$ cat src/rtl/bcd_grade_pkg.sv
package bcd_grade_pkg;
  localparam int unsigned NIBBLE_W = 4;
  localparam logic [NIBBLE_W-1:0] MAX_DEC_DIGIT = 4'd9;

  typedef struct packed {
    logic gt;
    logic lt;
  } order_t;

  typedef struct packed {
    logic red;
    logic yellow;
    logic green;
  } lamps_t;

  localparam order_t ORDER_EQ = '{gt: 1'b0, lt: 1'b0};
  localparam lamps_t LAMPS_DARK = '{red: 1'b0, yellow: 1'b0, green: 1'b0};
endpackage

$ cat src/rtl/bcd_digit_order.sv
module bcd_digit_order
  import bcd_grade_pkg::*;
(
  input  logic [NIBBLE_W-1:0] lhs,
  input  logic [NIBBLE_W-1:0] rhs,
  output order_t              ord
);
  always_comb begin
    ord.gt = (lhs > rhs);
    ord.lt = (lhs < rhs);
  end
endmodule

$ cat src/rtl/bcd_magnitude_cmp.sv
module bcd_magnitude_cmp
  import bcd_grade_pkg::*;
#(
  parameter int unsigned DIGITS = 4,
  localparam int unsigned BUS_W = DIGITS * NIBBLE_W
) (
  input  logic [BUS_W-1:0] lhs,
  input  logic [BUS_W-1:0] rhs,
  output order_t           ord
);
  order_t digit_ord [DIGITS];
  // chain[i] is the ordering decided by digits i-1 down to 0
  order_t chain [DIGITS+1];

  assign chain[0] = ORDER_EQ;

  for (genvar i = 0; i < DIGITS; i++) begin : g_digit
    bcd_digit_order u_dig (
      .lhs (lhs[i*NIBBLE_W +: NIBBLE_W]),
      .rhs (rhs[i*NIBBLE_W +: NIBBLE_W]),
      .ord (digit_ord[i])
    );
    // a more significant unequal digit overrides everything below it
    assign chain[i+1] = (digit_ord[i].gt || digit_ord[i].lt) ? digit_ord[i] : chain[i];
  end

  assign ord = chain[DIGITS];
endmodule

$ cat src/rtl/bcd_setting_check.sv
module bcd_setting_check
  import bcd_grade_pkg::*;
#(
  parameter int unsigned DIGITS = 4,
  localparam int unsigned BUS_W = DIGITS * NIBBLE_W
) (
  input  logic [BUS_W-1:0] setting,
  output logic             bad
);
  logic [DIGITS-1:0] bad_digit;

  for (genvar i = 0; i < DIGITS; i++) begin : g_digit
    assign bad_digit[i] = (setting[i*NIBBLE_W +: NIBBLE_W] > MAX_DEC_DIGIT);
  end

  assign bad = |bad_digit;
endmodule

$ cat src/rtl/grade_lamp_select.sv
module grade_lamp_select
  import bcd_grade_pkg::*;
(
  input  logic   seen,
  input  logic   over,
  input  logic   under,
  output lamps_t lamps
);
  always_comb begin
    lamps = LAMPS_DARK;
    if (seen) begin
      if (over)       lamps.red    = 1'b1;
      else if (under) lamps.yellow = 1'b1;
      else            lamps.green  = 1'b1;
    end
  end
endmodule

$ cat src/rtl/bcd_limit_grader.sv
module bcd_limit_grader
  import bcd_grade_pkg::*;
#(
  parameter int unsigned DIGITS = 4,
  localparam int unsigned BUS_W = DIGITS * NIBBLE_W
) (
  input  logic             clk,
  input  logic             rst_n,
  input  logic             meas_valid,
  output logic             meas_ready,
  input  logic [BUS_W-1:0] meas_bcd,
  input  logic [BUS_W-1:0] upper_lim,
  input  logic [BUS_W-1:0] lower_lim,
  output logic             over_limit,
  output logic             under_limit,
  output logic             limit_err,
  output logic             lamp_red,
  output logic             lamp_yellow,
  output logic             lamp_green
);
  order_t vs_upper;
  order_t vs_lower;
  logic   upper_bad;
  logic   lower_bad;
  logic   accept;
  logic   seen_q;
  logic   over_q;
  logic   under_q;
  logic   err_q;
  logic   ready_q;
  lamps_t lamps_d;
  lamps_t lamps_q;

  bcd_magnitude_cmp #(.DIGITS(DIGITS)) u_cmp_upper (
    .lhs (meas_bcd),
    .rhs (upper_lim),
    .ord (vs_upper)
  );

  bcd_magnitude_cmp #(.DIGITS(DIGITS)) u_cmp_lower (
    .lhs (meas_bcd),
    .rhs (lower_lim),
    .ord (vs_lower)
  );

  bcd_setting_check #(.DIGITS(DIGITS)) u_chk_upper (
    .setting (upper_lim),
    .bad     (upper_bad)
  );

  bcd_setting_check #(.DIGITS(DIGITS)) u_chk_lower (
    .setting (lower_lim),
    .bad     (lower_bad)
  );

  assign accept = meas_valid && ready_q;

  grade_lamp_select u_lamps (
    .seen  (seen_q),
    .over  (over_q),
    .under (under_q),
    .lamps (lamps_d)
  );

  always_ff @(posedge clk or negedge rst_n) begin
    if (!rst_n) begin
      ready_q <= 1'b0;
      seen_q  <= 1'b0;
      over_q  <= 1'b0;
      under_q <= 1'b0;
      err_q   <= 1'b0;
    end else begin
      ready_q <= 1'b1;
      if (accept) begin
        seen_q  <= 1'b1;
        over_q  <= vs_upper.gt;
        under_q <= vs_lower.lt;
        err_q   <= upper_bad || lower_bad;
      end
    end
  end

  // lamp selection is combinational over held flags, so it updates with them
  assign lamps_q     = lamps_d;
  assign meas_ready  = ready_q;
  assign over_limit  = over_q;
  assign under_limit = under_q;
  assign limit_err   = err_q;
  assign lamp_red    = lamps_q.red;
  assign lamp_yellow = lamps_q.yellow;
  assign lamp_green  = lamps_q.green;
endmodule

$ cat config.mk
export PLATFORM = sky130hd
export DESIGN_NAME = bcd_limit_grader
export DESIGN_NICKNAME = d
export VERILOG_FILES = /design/src/rtl/bcd_grade_pkg.sv /design/src/rtl/bcd_digit_order.sv /design/src/rtl/bcd_magnitude_cmp.sv /design/src/rtl/bcd_setting_check.sv /design/src/rtl/grade_lamp_select.sv /design/src/rtl/bcd_limit_grader.sv
export SDC_FILE = /design/constraint.sdc
export NUM_CORES = 1
export LEC_CHECK = 0
export BUFFER_PORTS_ARGS = -buffer_cell sky130_fd_sc_hd__buf_2
export CAP_MARGIN = 40
export CORE_ASPECT_RATIO = 1.25
export CORE_UTILIZATION = 35
export DETAILED_ROUTE_END_ITERATION = 16
export PLACE_DENSITY = 0.72
export REMOVE_ABC_BUFFERS = 1
export SLEW_MARGIN = 20
export SYNTH_ARGS = -nofsm -noshare
export SYNTH_HDL_FRONTEND = slang
export SYNTH_SLANG_ARGS = --single-unit
export TNS_END_PERCENT = 100
$ cat constraint.sdc
create_clock -name clk -period 0.9 [get_ports clk]
set_input_delay 0.135 -clock clk [delete_from_list [all_inputs] [get_ports clk]]
set_output_delay 0.135 -clock clk [all_outputs]
set_load 0.005 [all_outputs]
* Word level (Yosys, flattened, before mapping)
Index checks and enable logic that the tools add are counted.
** Storage, ports and cells
- Register bits after elaboration :: 5
- Bits in latches :: 0
- Bits in writable memories :: 0
- Bits in read-only memories :: 0
- Input bits :: 51
- Word-level logic and storage cells :: 54
- Memories kept :: 0
** Operators by class
- Add/subtract/negate cells :: 0
- $mul :: 0
- Divide/modulo/power cells :: 0
- Magnitude comparators :: 24
- Equality and inequality tests :: 0
- Shift operators :: 0
- Multiplexer cells :: 13
- Bitwise logic cells :: 0
- Reductions and logical operators :: 12
** Operators by type and width (count)
- > comparator 4 bit :: 8
- > comparator 4 bit, second input constant :: 8
- less-than comparator 4 bit :: 8
- two-way mux 2 bit :: 5
- logical OR 1 bit :: 9
- OR reduction 4 bit :: 2
- two-way mux 1 bit :: 7
- two-way mux 3 bit :: 1
- logical AND 1 bit :: 1

* Longest topological paths before layout
- Word-level depth :: 6
- Depth in mapped cells :: 7
- Mapped depth without buffers :: 7

* Hierarchy
A second synthesis with hierarchy kept.
** Second synthesis, totals
- Cell total of the unflattened synthesis :: 164
- Area total of the unflattened synthesis :: 1277.5 um^2
** By module, submodules not included
- bcd_digit_order :: times used 8, cells an instance 15, area each 113.9 um^2
- bcd_limit_grader :: times used 1, cells an instance 13, area each 187.7 um^2
- bcd_magnitude_cmp :: times used 2, cells an instance 9, area each 48.8 um^2
- bcd_setting_check :: times used 2, cells an instance 5, area each 26.3 um^2
- grade_lamp_select :: times used 1, cells an instance 3, area each 28.8 um^2

* Least setup slack after synthesis
No wires, ideal clock.
- Path kind :: input to register
- Start point :: input port upper_lim[14]
- End point :: register over_q (netlist: over_limit)
- Setup time :: 0.126 ns
- Arrival time :: 1.156 ns
- Path slack :: -0.382 ns
- Stages on the path :: 7
- Cell sequence :: inv_1 ha_1 a21oi_1 o22ai_2 nor2_1 nor4b_1 a221o_1
** Between the ends
- Cells in the longest elaborated chain, start to end :: 3
- Elaborated cells between the ends (all ways) :: 4
- Classes of those cells :: order compare (2); mux (1); reduce/logical (1)
** Ends and longest elaborated chain
- from (decl) :: RTL line bcd_limit_grader.sv:12 : input logic [BUS_W-1:0] upper_lim,
- > comparator 4 bit / less-than comparator 4 bit (equally long branches) :: RTL line bcd_digit_order.sv:9, bcd_digit_order.sv:10
- logical OR 1 bit :: RTL line bcd_magnitude_cmp.sv:24 : assign chain[i+1] = (digit_ord[i].gt || digit_ord[i].lt) ? digit_ord[i] : chain[i];
- two-way mux 2 bit (*) :: RTL line bcd_magnitude_cmp.sv:24
- to (signal assigned) :: RTL line bcd_limit_grader.sv:76 : over_q <= vs_upper.gt;
- to (decl) :: RTL line bcd_limit_grader.sv:27 : logic over_q;
Every way passes the cells marked *; elsewhere a longest branch is shown, timed or not.
A chain may end at the register's enable or synchronous reset.

* Final worst setup path
- Start point :: input port lower_lim[1]
- End point :: register under_q (netlist: under_limit)
** Between the ends
- Cells in the longest elaborated chain, start to end :: 6
- Elaborated cells between the ends (all ways) :: 7
- Classes of those cells :: order compare (2); mux (4); reduce/logical (1)
** Ends and longest elaborated chain
- from (decl) :: RTL line bcd_limit_grader.sv:13 : input logic [BUS_W-1:0] lower_lim,
- > comparator 4 bit / less-than comparator 4 bit (equally long branches) :: RTL line bcd_digit_order.sv:9, bcd_digit_order.sv:10
- logical OR 1 bit :: RTL line bcd_magnitude_cmp.sv:24
- two-way mux 1 bit (*) (4 in series) :: RTL line bcd_magnitude_cmp.sv:24
- to (signal assigned) :: RTL line bcd_limit_grader.sv:77 : under_q <= vs_lower.lt;
- to (decl) :: RTL line bcd_limit_grader.sv:28 : logic under_q;
Marked as above.

==> out/qor.yml <==
run_status: "finished with violations"
violations: "negative setup slack"
seq_area_frac_synth_pct: 12.2
swShare_pct: 35.8
wl_mm: 2.88
pin_count: 58
yosys.area.top_type: "ha_1"
drt_iter0_markers: 21
initial_core_util_pct: 37.7
drc: 0
max_stage_delay_ns: 0.35
synth_edf_count: 0
netlist.area_leader.share_pct: 37.7
pwr-share-clk_pct: 20.2
first_global_vias: 1199
pwr-share-comb_pct: 58.2
diodes: 0
critical_path_class: "in2reg"
ys_types: 26
crit_chain: "buf_6 > inv_4 > ha_4 > o211ai_1 > a21oi_1 > nor4b_2 > o21ai_1 > a31oi_1"
regArea_um2: 125
whs_ns: 0.229
drv_slew: 0
p_sw_mw: 0.462
coreArea_mm2: 0.00273
fill_cells: 265
via_per_inst: 4.95
max_freq_ghz: 0.838
numCtsBuffers: 3
cts_max_path_buffers: 2
area_delta_synth_final_pct: 65.9
cts.clk_slew.worst_paths_ns: 0.04
report.final.hold_viol_count: 0
postLayoutCellArea_mm2: 0.00171
netlist_area_mm2: 0.00103
grt_max_degree: 6
antenna_found_initial: 0
period_needed_ns: 1.19
overflow: 0
hold_path.class: "in2async"
dp_hpwl_mm: 2.35
crit_required_ns: 1.06
ys_seq_elements: 5
arrival_ns: 1.36
place_congestion: 0.781
fin_setup_tns_ns: -1.40
synth.avg_cell_area_um2: 7.46
p_leak_nw: 0.913
pre_cts_slack_ns: -0.576
end_kind: "flip-flop"
die_area_mm2: 0.00316
seq_power_share_pct: 21.7
die_w_um: 50.5
p_total_mw: 1.29
grt_pass1_wl_mm: 4.60
syn-instance-count: 138
clk_latency_ns: 0.24
rsz0062_at_grt: "yes"
synth_ff_type: "dfrtp_1"
drive_gt1_share_pct: 46.5
maxCapViolCount: 0
dpl-instance-area_mm2: 0.00146
die-height_um: 62.6
vias: 1232
synthArstFlopShare_pct: 100
netlist_top_cells_area: "ha_1 38%, dfrtp_1 12%, inv_1 12%, a21oi_1 5.8%, o21ai_0 5.8%"
multi_input_area_um2: 926
slowest_stage: "nor4b_2"
first_pass_iters: 3
synth_top_cells_by_count: "33 x inv_1, 31 x ha_1, 12 x a21oi_1, 12 x o21ai_0"
peakVddDrop_v: 0.000471
powerDensity_mw_per_mm2: 756
row_count: 21
cts.sinks: 5
internal-power_mw: 0.830
yosys_warnings: 0
startpoint_type: "input port"
wl_per_cell_um: 11.6
cp_max_fo: 2
setup_ws_ns: -0.293
cts_tree: "built"
drtAntennaViolNets: 0
root_buffer: "clkbuf_4"
setup_violations: 8
skew_ns: 0.00176
io_buffers: 57
grt_usage_pct: 18.3
post-synth-top-count-cell: "inv_1"
nNetsFinal: 298
finalCritPeriodShare_pct: 133
cts_max_level: 1
==> critical path: cells and delay by family <==
family	cells	cell delay, ns
and+or+nand+nor	1	0.35
buffers and inverters	2	0.15
AOI/OAI and AO/OA	4	0.54
adders and majority gates	1	0.19
==> cell type report <==
class / count / share of cell area [%]
clock buffer: 4 / 1.54
inverter: 33 / 7.40
multi-input combinational: 100 / 54.2
sequential: 5 / 7.33
tap: 34 / 2.49
timing repair buffer: 73 / 27.0
==> worst paths after layout <==
check | from | to | slack, ns | cells after the start
min | rst_n | limit_err$_DFFE_PN0P_ | 0.23 | 2
min reg2reg | seen_q$_DFFE_PN0P_ | seen_q$_DFFE_PN0P_ | 0.49 | 1
min in group clk | meas_valid | under_limit$_DFFE_PN0P_ | 0.24 | 3
max reg2reg | meas_ready$_DFF_PN0_ | over_limit$_DFFE_PN0P_ | -0.09 | 3
max | lower_lim[1] | under_limit$_DFFE_PN0P_ | -0.29 | 8
max in group asynchronous | rst_n | under_limit$_DFFE_PN0P_ | 0.54 | 2
==> metal layers <==
metal  wire [um]  global-route usage, %
met5           0                      0
met4          70                   4.17
met3         157                   3.41
met2        1540                   33.8
met1        1120                   21.0
==> stage by stage <==
step / std cells / util [%]
floorplan: 138 / -
global placement: 242 / 53.3
detailed placement: 242 / 53.3
CTS: 247 / 56.6
global route: 249 / 62.5
finish: 249 / 62.5
==> flip-flops by register name (all words and copies together) (netlist names) <==
name / count
limit_err: 1
meas_ready: 1
over_limit: 1
seen_q: 1
under_limit: 1
==> cell families after synthesis <==
| family | after synthesis | share of synthesized area [%] |
|---|---|---|
| adders and majority gates | 31 | 37.7 |
| DFF | 5 | 12.2 |
| AOI/OAI and AO/OA | 34 | 19.1 |
| other | 1 | 0.364 |
| buffers and inverters | 33 | 12.0 |
| and+or+nand+nor | 34 | 18.7 |
==> cell usage in the layout (no fill, tap or decap), types with 5 or more instances in the layout <==
cell     Yosys  layout
buf_2        0      49
inv_1       33      27
ha_1        31      24
buf_4        0      14
o21ai_0     12      11
a21oi_1     12      11
buf_6        0       9
ha_4         0       7
nand4_1      6       6
inv_2        0       5
nor2_1       6       5
nand2_1      6       5
dfrtp_1      5       5
==> power by group through the flow <==
stage	clock, mW	combinational, mW	sequential [mW]
finish	0.260	0.751	0.280
global route	0.280	0.851	0.286
detailed placement	0	0.622	0.278
floorplan	0	0.313	0.277
CTS	0.268	0.662	0.275
global placement	0	0.615	0.278
==> what timing repair did <==
item | CTS | global route
hold buffers | 1 | 0
pin swaps | 8 | 11
endpoints found under the hold margin | 5 | 0
endpoints found under the setup margin | 8 | 10
buffers inserted | 0 | 2
resized for setup | 11 | 26
(Power assumes the default switching activity.)
